$ cat config.mk
export PLATFORM = sky130hd
export DESIGN_NAME = keyseq_detector
export DESIGN_NICKNAME = d
export VERILOG_FILES = /design/src/rtl/keyseq_pkg.sv /design/src/rtl/ks_sync.sv /design/src/rtl/ks_cycle_class.sv /design/src/rtl/ks_key_match.sv /design/src/rtl/keyseq_detector.sv
export SDC_FILE = /design/constraint.sdc
export NUM_CORES = 1
export LEC_CHECK = 0
export ABC_CLOCK_PERIOD_IN_PS = 2900
export BUFFER_PORTS_ARGS = -buffer_cell sky130_fd_sc_hd__buf_4
export CAP_MARGIN = 10
export CORE_MARGIN = 5
export CORE_UTILIZATION = 41
export CTS_BUF_LIST = sky130_fd_sc_hd__clkbuf_4 sky130_fd_sc_hd__clkbuf_8 sky130_fd_sc_hd__clkbuf_16
export DETAILED_ROUTE_END_ITERATION = 7
export HOLD_SLACK_MARGIN = 0.02
export SLEW_MARGIN = 20
export SYNTH_ARGS = -nofsm -noshare
export SYNTH_HDL_FRONTEND = slang
export SYNTH_SLANG_ARGS = --single-unit
$ cat constraint.sdc
create_clock -name clk -period 2.9 [get_ports clk]
set_clock_uncertainty 0.15 [all_clocks]
set_input_delay 0.29 -clock clk [delete_from_list [all_inputs] [get_ports clk]]
set_output_delay 0.29 -clock clk [all_outputs]
set_load 0.01 [all_outputs]
$ cat src/rtl/keyseq_pkg.sv
package keyseq_pkg;

  localparam int ADDR_W  = 13;
  localparam int POS_W   = 3;
  localparam int KEY_LEN = 5;

  typedef logic [ADDR_W-1:0] addr_t;
  typedef logic [POS_W-1:0]  pos_t;

  localparam addr_t CMD_SAVE = 13'h0F0F;
  localparam addr_t CMD_LOAD = 13'h0F0E;
  localparam pos_t  POS_LAST = pos_t'(KEY_LEN);
  localparam pos_t  POS_LOCK = pos_t'(KEY_LEN + 1);

  typedef enum logic [1:0] {
    ST_TRACK = 2'd0,
    ST_ARM   = 2'd1,
    ST_RUN   = 2'd2
  } mode_t;

  // Expected address for a given number of steps already matched.
  function automatic addr_t key_step(input pos_t idx);
    case (idx)
      3'd0:    key_step = 13'h0000;
      3'd1:    key_step = 13'h1555;
      3'd2:    key_step = 13'h0AAA;
      3'd3:    key_step = 13'h1FFF;
      default: key_step = 13'h10F0;
    endcase
  endfunction

  // Position after a read that breaks the key.
  function automatic pos_t restart_pos(input addr_t a);
    restart_pos = (a == key_step(3'd0)) ? 3'd1 : 3'd0;
  endfunction

endpackage

$ cat src/rtl/ks_sync.sv
module ks_sync #(
  parameter int           W       = 16,
  parameter int           STAGES  = 2,
  parameter logic [W-1:0] RST_VAL = '0
) (
  input  logic         clk,
  input  logic         rst_n,
  input  logic [W-1:0] d,
  output logic [W-1:0] q
);
  logic [W-1:0] stg [STAGES];

  always_ff @(posedge clk or negedge rst_n) begin
    if (!rst_n) stg[0] <= RST_VAL;
    else        stg[0] <= d;
  end

  for (genvar i = 1; i < STAGES; i++) begin : g_stage
    always_ff @(posedge clk or negedge rst_n) begin
      if (!rst_n) stg[i] <= RST_VAL;
      else        stg[i] <= stg[i-1];
    end
  end

  assign q = stg[STAGES-1];
endmodule

$ cat src/rtl/ks_cycle_class.sv
module ks_cycle_class
  import keyseq_pkg::*;
(
  input  logic  clk,
  input  logic  rst_n,
  input  logic  s_sel_n,
  input  logic  s_wr_n,
  input  addr_t s_addr,
  output logic  cyc_done,
  output logic  cyc_write,
  output addr_t cyc_addr
);
  logic  prev_sel_n;
  logic  sel_fall;
  logic  wr_seen;
  addr_t addr_q;

  assign sel_fall = prev_sel_n & ~s_sel_n;
  assign cyc_done = ~prev_sel_n & s_sel_n;

  always_ff @(posedge clk or negedge rst_n) begin
    if (!rst_n) begin
      prev_sel_n <= 1'b1;
      wr_seen    <= 1'b0;
      addr_q     <= '0;
    end else begin
      prev_sel_n <= s_sel_n;
      if (sel_fall) begin
        addr_q  <= s_addr;
        wr_seen <= ~s_wr_n;
      end else if (!s_sel_n) begin
        wr_seen <= wr_seen | ~s_wr_n;
      end
    end
  end

  assign cyc_write = wr_seen;
  assign cyc_addr  = addr_q;

  // a select cycle completes at most once per deassertion
  p_done_single_r1: assert property (@(posedge clk) disable iff (!rst_n)
    cyc_done |=> !cyc_done);
endmodule

$ cat src/rtl/ks_key_match.sv
module ks_key_match
  import keyseq_pkg::*;
(
  input  logic  clk,
  input  logic  rst_n,
  input  logic  cyc_done,
  input  logic  cyc_write,
  input  addr_t cyc_addr,
  input  logic  s_busy,
  output logic  store_req,
  output logic  recall_req,
  output pos_t  seq_pos
);
  mode_t mode, mode_n;
  pos_t  pos, pos_n;
  logic  st_n, rc_n;

  // Named events for the assertions.
  logic ev_read, ev_write, live, key_hit, at_final;
  assign live     = (mode == ST_TRACK) && !s_busy;
  assign ev_read  = cyc_done && !cyc_write;
  assign ev_write = cyc_done && cyc_write;
  assign at_final = (pos == POS_LAST);
  assign key_hit  = !at_final && (cyc_addr == key_step(pos));

  always_comb begin
    mode_n = mode;
    pos_n  = pos;
    st_n   = 1'b0;
    rc_n   = 1'b0;
    case (mode)
      ST_TRACK: begin
        if (s_busy || ev_write) begin
          pos_n = '0;
        end else if (ev_read) begin
          if (at_final) begin
            if (cyc_addr == CMD_SAVE) begin
              st_n = 1'b1; mode_n = ST_ARM; pos_n = POS_LOCK;
            end else if (cyc_addr == CMD_LOAD) begin
              rc_n = 1'b1; mode_n = ST_ARM; pos_n = POS_LOCK;
            end else begin
              pos_n = restart_pos(cyc_addr);
            end
          end else if (key_hit) begin
            pos_n = pos + 3'd1;
          end else begin
            pos_n = restart_pos(cyc_addr);
          end
        end
      end
      ST_ARM: if (s_busy) mode_n = ST_RUN;
      ST_RUN: if (!s_busy) begin
        mode_n = ST_TRACK;
        pos_n  = '0;
      end
      default: begin
        mode_n = ST_TRACK;
        pos_n  = '0;
      end
    endcase
  end

  always_ff @(posedge clk or negedge rst_n) begin
    if (!rst_n) begin
      mode       <= ST_TRACK;
      pos        <= '0;
      store_req  <= 1'b0;
      recall_req <= 1'b0;
    end else begin
      mode       <= mode_n;
      pos        <= pos_n;
      store_req  <= st_n;
      recall_req <= rc_n;
    end
  end

  assign seq_pos = pos;

  p_excl_r6: assert property (@(posedge clk) disable iff (!rst_n)
    !(store_req && recall_req));
  p_store_width_r6: assert property (@(posedge clk) disable iff (!rst_n)
    store_req |=> !store_req);
  p_recall_width_r6: assert property (@(posedge clk) disable iff (!rst_n)
    recall_req |=> !recall_req);
  p_store_src_r2: assert property (@(posedge clk) disable iff (!rst_n)
    store_req |-> $past(ev_read && live && at_final && cyc_addr == CMD_SAVE));
  p_recall_src_r3: assert property (@(posedge clk) disable iff (!rst_n)
    recall_req |-> $past(ev_read && live && at_final && cyc_addr == CMD_LOAD));
  p_step_r1: assert property (@(posedge clk) disable iff (!rst_n)
    (ev_read && live && key_hit) |=> seq_pos == $past(pos) + 3'd1);
  p_write_abort_r5: assert property (@(posedge clk) disable iff (!rst_n)
    (ev_write && live) |=> (seq_pos == 3'd0 && !store_req && !recall_req));
  p_busy_clear_r8: assert property (@(posedge clk) disable iff (!rst_n)
    (mode == ST_TRACK && s_busy) |=> (seq_pos == 3'd0 && !store_req && !recall_req));
  p_lock_quiet_r7: assert property (@(posedge clk) disable iff (!rst_n)
    (mode != ST_TRACK) |=> (!store_req && !recall_req));
  p_lock_pos_r7: assert property (@(posedge clk) disable iff (!rst_n)
    (mode != ST_TRACK) |-> seq_pos == POS_LOCK);
endmodule

$ cat src/rtl/keyseq_detector.sv
module keyseq_detector
  import keyseq_pkg::*;
#(
  parameter int SYNC_STAGES = 2
) (
  input  logic        clk,
  input  logic        rst_n,
  input  logic        sel_n,
  input  logic        wr_n,
  input  logic        busy,
  input  logic [12:0] addr,
  output logic        store_req,
  output logic        recall_req,
  output logic [2:0]  seq_pos
);
  localparam int SW = ADDR_W + 3;
  localparam logic [SW-1:0] SYNC_RST = {1'b0, 1'b1, 1'b1, {ADDR_W{1'b0}}};

  logic [SW-1:0] raw_bus, smp_bus;
  logic  s_busy, s_wr_n, s_sel_n;
  addr_t s_addr;
  logic  cyc_done, cyc_write;
  addr_t cyc_addr;

  assign raw_bus = {busy, wr_n, sel_n, addr};

  ks_sync #(.W(SW), .STAGES(SYNC_STAGES), .RST_VAL(SYNC_RST)) u_sync (
    .clk(clk), .rst_n(rst_n), .d(raw_bus), .q(smp_bus)
  );

  assign {s_busy, s_wr_n, s_sel_n, s_addr} = smp_bus;

  ks_cycle_class u_class (
    .clk(clk), .rst_n(rst_n),
    .s_sel_n(s_sel_n), .s_wr_n(s_wr_n), .s_addr(s_addr),
    .cyc_done(cyc_done), .cyc_write(cyc_write), .cyc_addr(cyc_addr)
  );

  ks_key_match u_match (
    .clk(clk), .rst_n(rst_n),
    .cyc_done(cyc_done), .cyc_write(cyc_write), .cyc_addr(cyc_addr),
    .s_busy(s_busy),
    .store_req(store_req), .recall_req(recall_req), .seq_pos(seq_pos)
  );

  // outputs idle right after reset
  p_reset_idle_r9: assert property (@(posedge clk)
    $rose(rst_n) |-> (seq_pos == 3'd0 && !store_req && !recall_req));
endmodule

# [Word level (Yosys, flattened, before mapping)]
# Index checks and enable logic that the tools add are counted.
[op_classes] add_sub_neg=1 reduce_logical=11 n_mux=31 eq_ne=17 bitwise=7
[op_table] operator="$pmux W13 S4" n=1
[op_table] operator="$eq A13 B12 Y1 const B" n=2
[op_table] operator="$mux W3" n=7
[op_table] operator="$mux W1" n=14
[op_table] operator="$mux W2" n=7
[op_table] operator="$eq A13 B13 Y1" n=1
[op_table] operator="$logic_not A13 Y1" n=1
[op_table] operator="$pmux W3 S3" n=1
[op_table] operator="$eq A3 B2 Y1 const B" n=2
[op_table] operator="$ne A2 B1 Y1 const B" n=3
[op_table] operator="$ne A2 B2 Y1 const B" n=3
[op_table] operator="$pmux W2 S3" n=1
[op_table] operator="$reduce_and A6 Y1" n=1
[op_table] operator="$not A1 Y1" n=4
[op_table] operator="$add A3 B1 Y3 const B" n=1
[op_table] operator="$eq A3 B1 Y1 const B" n=1
[op_table] operator="$eq A3 B3 Y1 const B" n=1
[op_table] operator="$logic_and A1 B1 Y1" n=3
[op_table] operator="$logic_not A3 Y1" n=1
[op_table] operator="$ne A3 B2 Y1 const B" n=1
[op_table] operator="$ne A3 B3 Y1 const B" n=1
[op_table] operator="$reduce_and A3 Y1" n=1
[op_table] operator="$and A1 B1 Y1" n=2
[op_table] operator="$eq A2 B1 Y1 const B" n=1
[op_table] operator="5 further kinds" n=6
[word_totals] reg_bits=54 wordCells=76 out_inout_bits=5 inputBits=18

# [Longest topological paths before layout]
[logic_depth] ltp_word=9 ltp_mapped=8 ltp_nobuf=7

# [Hierarchy]
# From an unflattened synthesis, not the netlist that was laid out.
[unflattened] cells_unflattened=150 hier_area_um2=2115.8
[modules_own_cells] module="ks_sync" area_per_inst_um2=925.9 cells_each=48 instances=1 seq_area_each_um2=805.8
[modules_own_cells] module="ks_cycle_class" area_per_inst_um2=613.1 cells_each=34 instances=1 seq_area_each_um2=376.6
[modules_own_cells] module="ks_key_match" area_per_inst_um2=576.8 cells_each=68 instances=1 seq_area_each_um2=175.2

# [Worst setup path after synthesis]
# Ideal clock, no wire load.
[synth_path] path_type="reg2reg" start="register u_match.pos[2] (netlist: u_match.seq_pos[2])" end="register u_match.pos[0] (netlist: u_match.seq_pos[0])" stages_incl_launch_ff=9 setup_ns=0.121 n_path_buf=1 t_required_ns=2.629 period_less_slack_ns=2.117 slack_ns=0.783 t_arrival_ns=1.846 cell_sequence="dfrtp_1 -> clkbuf_1 -> inv_1 -> ha_1 -> nor3_1 -> o21ai_0 -> mux2_2 -> o31a_1 -> a22o_1"
[synth_via] elab_chain_cells=9 elab_cells_between_ends=14 cone_classes="5 x eq/ne; 6 x mux; 3 x reduce/logical"
[synth_rtl] element="from (decl)" line="ks_key_match.sv:15" rtl="pos_t pos, pos_n;"
[synth_rtl] element="from (signal assigned)" line="ks_key_match.sv:71" rtl="pos <= pos_n;"
[synth_rtl] element="$eq A3 B2 Y1 (tied with other cells)" line="keyseq_pkg.sv:23" rtl="case (idx)"
[synth_rtl] element="$pmux W13 S4" line="keyseq_pkg.sv:23"
[synth_rtl] element="$eq A13 B13 Y1" line="ks_key_match.sv:24" rtl="assign key_hit = !at_final && (cyc_addr == key_step(pos));"
[synth_rtl] element="$logic_and A1 B1 Y1" line="ks_key_match.sv:24"
[synth_rtl] element="$mux W3" line="ks_key_match.sv:44" rtl="end else if (key_hit) begin"
[synth_rtl] element="$mux W3 *" line="ks_key_match.sv:36" rtl="if (at_final) begin"
[synth_rtl] element="$mux W3 *" line="ks_key_match.sv:35" rtl="end else if (ev_read) begin"
[synth_rtl] element="$mux W3 *" line="ks_key_match.sv:33" rtl="if (s_busy || ev_write) begin"
[synth_rtl] element="$pmux W3 S3 *" line="ks_key_match.sv:31" rtl="case (mode)"
# Every way passes the cells marked *; elsewhere a longest branch is shown, timed or not. The select of a mux whose other input is x is not followed.
# A chain may end at the register's enable or synchronous reset.

# [Worst setup path in the final report]
[layout_path] start="register u_match.pos[0] (netlist: u_match.seq_pos[0])" end="register u_match.pos[2] (netlist: u_match.seq_pos[2])"
# Same word-level chain as after synthesis.

==> results.py <==
metrics = {
    "die": {
        "core_um2": 4660,
        "die_x_um": 78.8,
        "die_area_um2": 6200,
        "initial_utilization_pct": 41.6,
        "die_h_um": 78.8,
        "rows": 25,
        "pin_count": 23,
    },
    "final_layout": {
        "final_cells": 233,
        "final_cell_mix": "49 x dfrtp_1, 23 x buf_4, 17 x dlygate4sd3_1",
        "nNetsFinal": 201,
        "drive_above_1_share_pct": 31.3,
        "final_common_cell": "dfrtp_1",
        "postLayoutCellArea_um2": 2450,
        "fill_cells": 382,
        "antenna_cells": 0,
        "final_util_pct": 52.7,
        "areaGrowthSynthToFinish_pct": 26.7,
    },
    "timing": {
        "holdWs_ps": 204,
        "fmax_ghz": 0.439,
        "slew_headroom_pct": 57.8,
        "worstMarginPinSlew_ps": 633,
        "finalCritPeriodShare_pct": 78.6,
        "hold_violations": 0,
        "fin_ws_ps": 621,
        "period_minus_slack_ps": 2280,
        "setup_viol_count_final": 0,
        "final_max_slew_viol_count": 0,
        "grt_setup_unrepaired": "no",
        "tns_ps": 0,
    },
    "critical_path": {
        "worst_setup_path_end_kind": "flip-flop",
        "crit_path_start_kind": "flip-flop",
        "critical_path_class": "reg2reg",
        "worstPathRequired_ps": 2960,
        "worst-path-max-fanout": 10,
        "worstPathArrival_ps": 2340,
        "r2r_end": "u_match.seq_pos[2]$_DFFE_PN0P_",
        "r2r-start": "u_match.seq_pos[0]$_DFFE_PN0P_",
        "rr_worst_depth": 7,
        "reg2reg_slack_ps": 620,
    },
    "logic_synthesis": {
        "synth_warnings": 0,
        "synth_edf_count": 0,
        "ys.flop_type": "dfrtp_1",
        "synth-seq-cells": 54,
        "synth_area_per_cell_um2": 14.6,
        "synth_cell_types": 34,
        "synthCells": 133,
        "yosysSeqAreaShare_pct": 70.0,
        "syn_nets": 156,
        "synth_area_um2": 1940,
        "async_flop_share_pct": 100,
    },
    "drt": {
        "drt_iter0_drc": 56,
        "drt-total-wl_um": 2990,
        "vias": 1156,
        "drc": 0,
        "wl_per_cell_um": 12.8,
        "dr.pass1.iters": 4,
        "via_per_inst": 4.96,
        "ant_nets": 0,
    },
    "clock_tree": {
        "cts_buffers": 5,
        "clock_path_buffers": 2,
        "htree_levels": 2,
        "clkTransAtPathRegs_ps": 90,
        "cts.sinks": 54,
        "cts_resized": 0,
        "worstSkewPairLatency_ps": 290,
        "cts_tree": "yes",
        "cts-root-buf": "clkbuf_8",
    },
    "global_routing": {
        "grt_overflow": 0,
        "antenna_found_initial": 0,
        "grt_max_degree": 55,
        "grt_pass1_vias": 1227,
        "grt_util_all_layers_pct": 11.1,
        "grt_pass1_wl_um": 5440,
    },
    "power_and_ir_drop": {
        "leakagePower_nw": 1.07,
        "ir_drop_v": 0.000370,
        "powerDensity_nw_per_um2": 584,
        "power_mw": 1.43,
    },
    "place": {
        "post-place-cells": 208,
        "place_congestion": 0.718,
        "pre_cts_ws_ps": 631,
        "place_hpwl_um": 2080,
        "place_area_um2": 2170,
        "io_buffers": 22,
    },
    "min_path": {
        "hold_start": "u_sync.stg[18]$_DFF_PN0_",
        "min_path_cells": 0,
        "hold_class": "reg2reg",
        "hold-path-endpoint": "u_sync.q[2]$_DFF_PN0_",
    },
    "outcome": {
        "status": "completed",
    },
    "job": {
        "drv_cap": 0,
    },
}
## layer usage
layer,track usage (%),vias to the layer above,routed length [um]
li1,-,561,-
met1,13.4,573,1280
met2,18.7,20,1550
met3,3.63,2,142
met4,4.02,0,19
met5,0,-,0
## where the power goes
group,switching (mW),internal (mW)
Combinational,0.0441,0.0656
Sequential,0.0312,0.807
Clock,0.220,0.267
Total,0.295,1.14
## flip-flops by register name (all words and copies together), names as in the netlist
signal,count
u_class.prev_sel_n,1
u_class.cyc_addr,13
u_sync.q,16
u_class.cyc_write,1
u_sync.stg,16
u_match.recall_req,1
u_match.seq_pos,3
u_match.mode,2
u_match.store_req,1
## synthesized netlist by cell type (2+ instances only)
master    count  area (um^2)
dfrtp_1      49         1230
mux2_2       14          158
inv_1         6         22.5
nor3_1        6         30.0
dfstp_2       5          131
ha_1          5         62.6
a21oi_1       4         20.0
nand2_1       4         15.0
nor2_1        4         15.0
o21ai_0       4         20.0
clkbuf_1      2         7.51
nand2b_1      2         12.5
nand3_1       2         10.0
nand4_1       2         12.5
nor2b_1       2         12.5
nor4_1        2         12.5
o31a_1        2         17.5
or3_1         2         12.5
## critical path, stage by stage, from the launching register on
cell	delay, ps
dfrtp_1	510
ha_1	270
ha_1	200
nor3_1	120
o21ai_0	130
mux2_2	310
a311o_2	340
o31ai_2	170
## worst max-delay path by stage
| stage | from | endpoint |
|---|---|---|
| after floorplan | u_match.seq_pos[2]$_DFFE_PN0P_ | u_match.seq_pos[0]$_DFFE_PN0P_ |
| after global placement | u_match.seq_pos[0]$_DFFE_PN0P_ | u_match.seq_pos[2]$_DFFE_PN0P_ |
| final | u_match.seq_pos[0]$_DFFE_PN0P_ | u_match.seq_pos[2]$_DFFE_PN0P_ |
| after global routing | u_match.seq_pos[0]$_DFFE_PN0P_ | u_match.seq_pos[2]$_DFFE_PN0P_ |
| after detailed placement | u_match.seq_pos[0]$_DFFE_PN0P_ | u_match.seq_pos[2]$_DFFE_PN0P_ |
| after CTS | u_match.seq_pos[0]$_DFFE_PN0P_ | u_match.seq_pos[2]$_DFFE_PN0P_ |
## kinds of logic after synthesis
logic type	Yosys count	synth area share, %
AOI/OAI and AO/OA	17	6.13
DFF	54	70.0
xor gates and xnor gates	1	0.452
muxes	15	8.65
buffers and inverters	8	1.55
adders and majority gates	5	3.23
and+or+nand+nor	33	9.94
## final cells by class
type	count	area, um^2	area share, %
clock buffers	6	76.3	3.11
repair buffers	40	343	14.0
clock inverters	2	37.5	1.53
well taps	54	67.6	2.75
flip-flops and latches	54	1360	55.3
multi-input cells	71	551	22.4
inverters	6	22.5	0.917
## timing repair
action                                 in CTS  in global routing
hold buffers                               17                  0
endpoints found under the hold margin      65                  0
setup buffers                               0                  0
No activity file was read; power rests on OpenSTA's default activity.
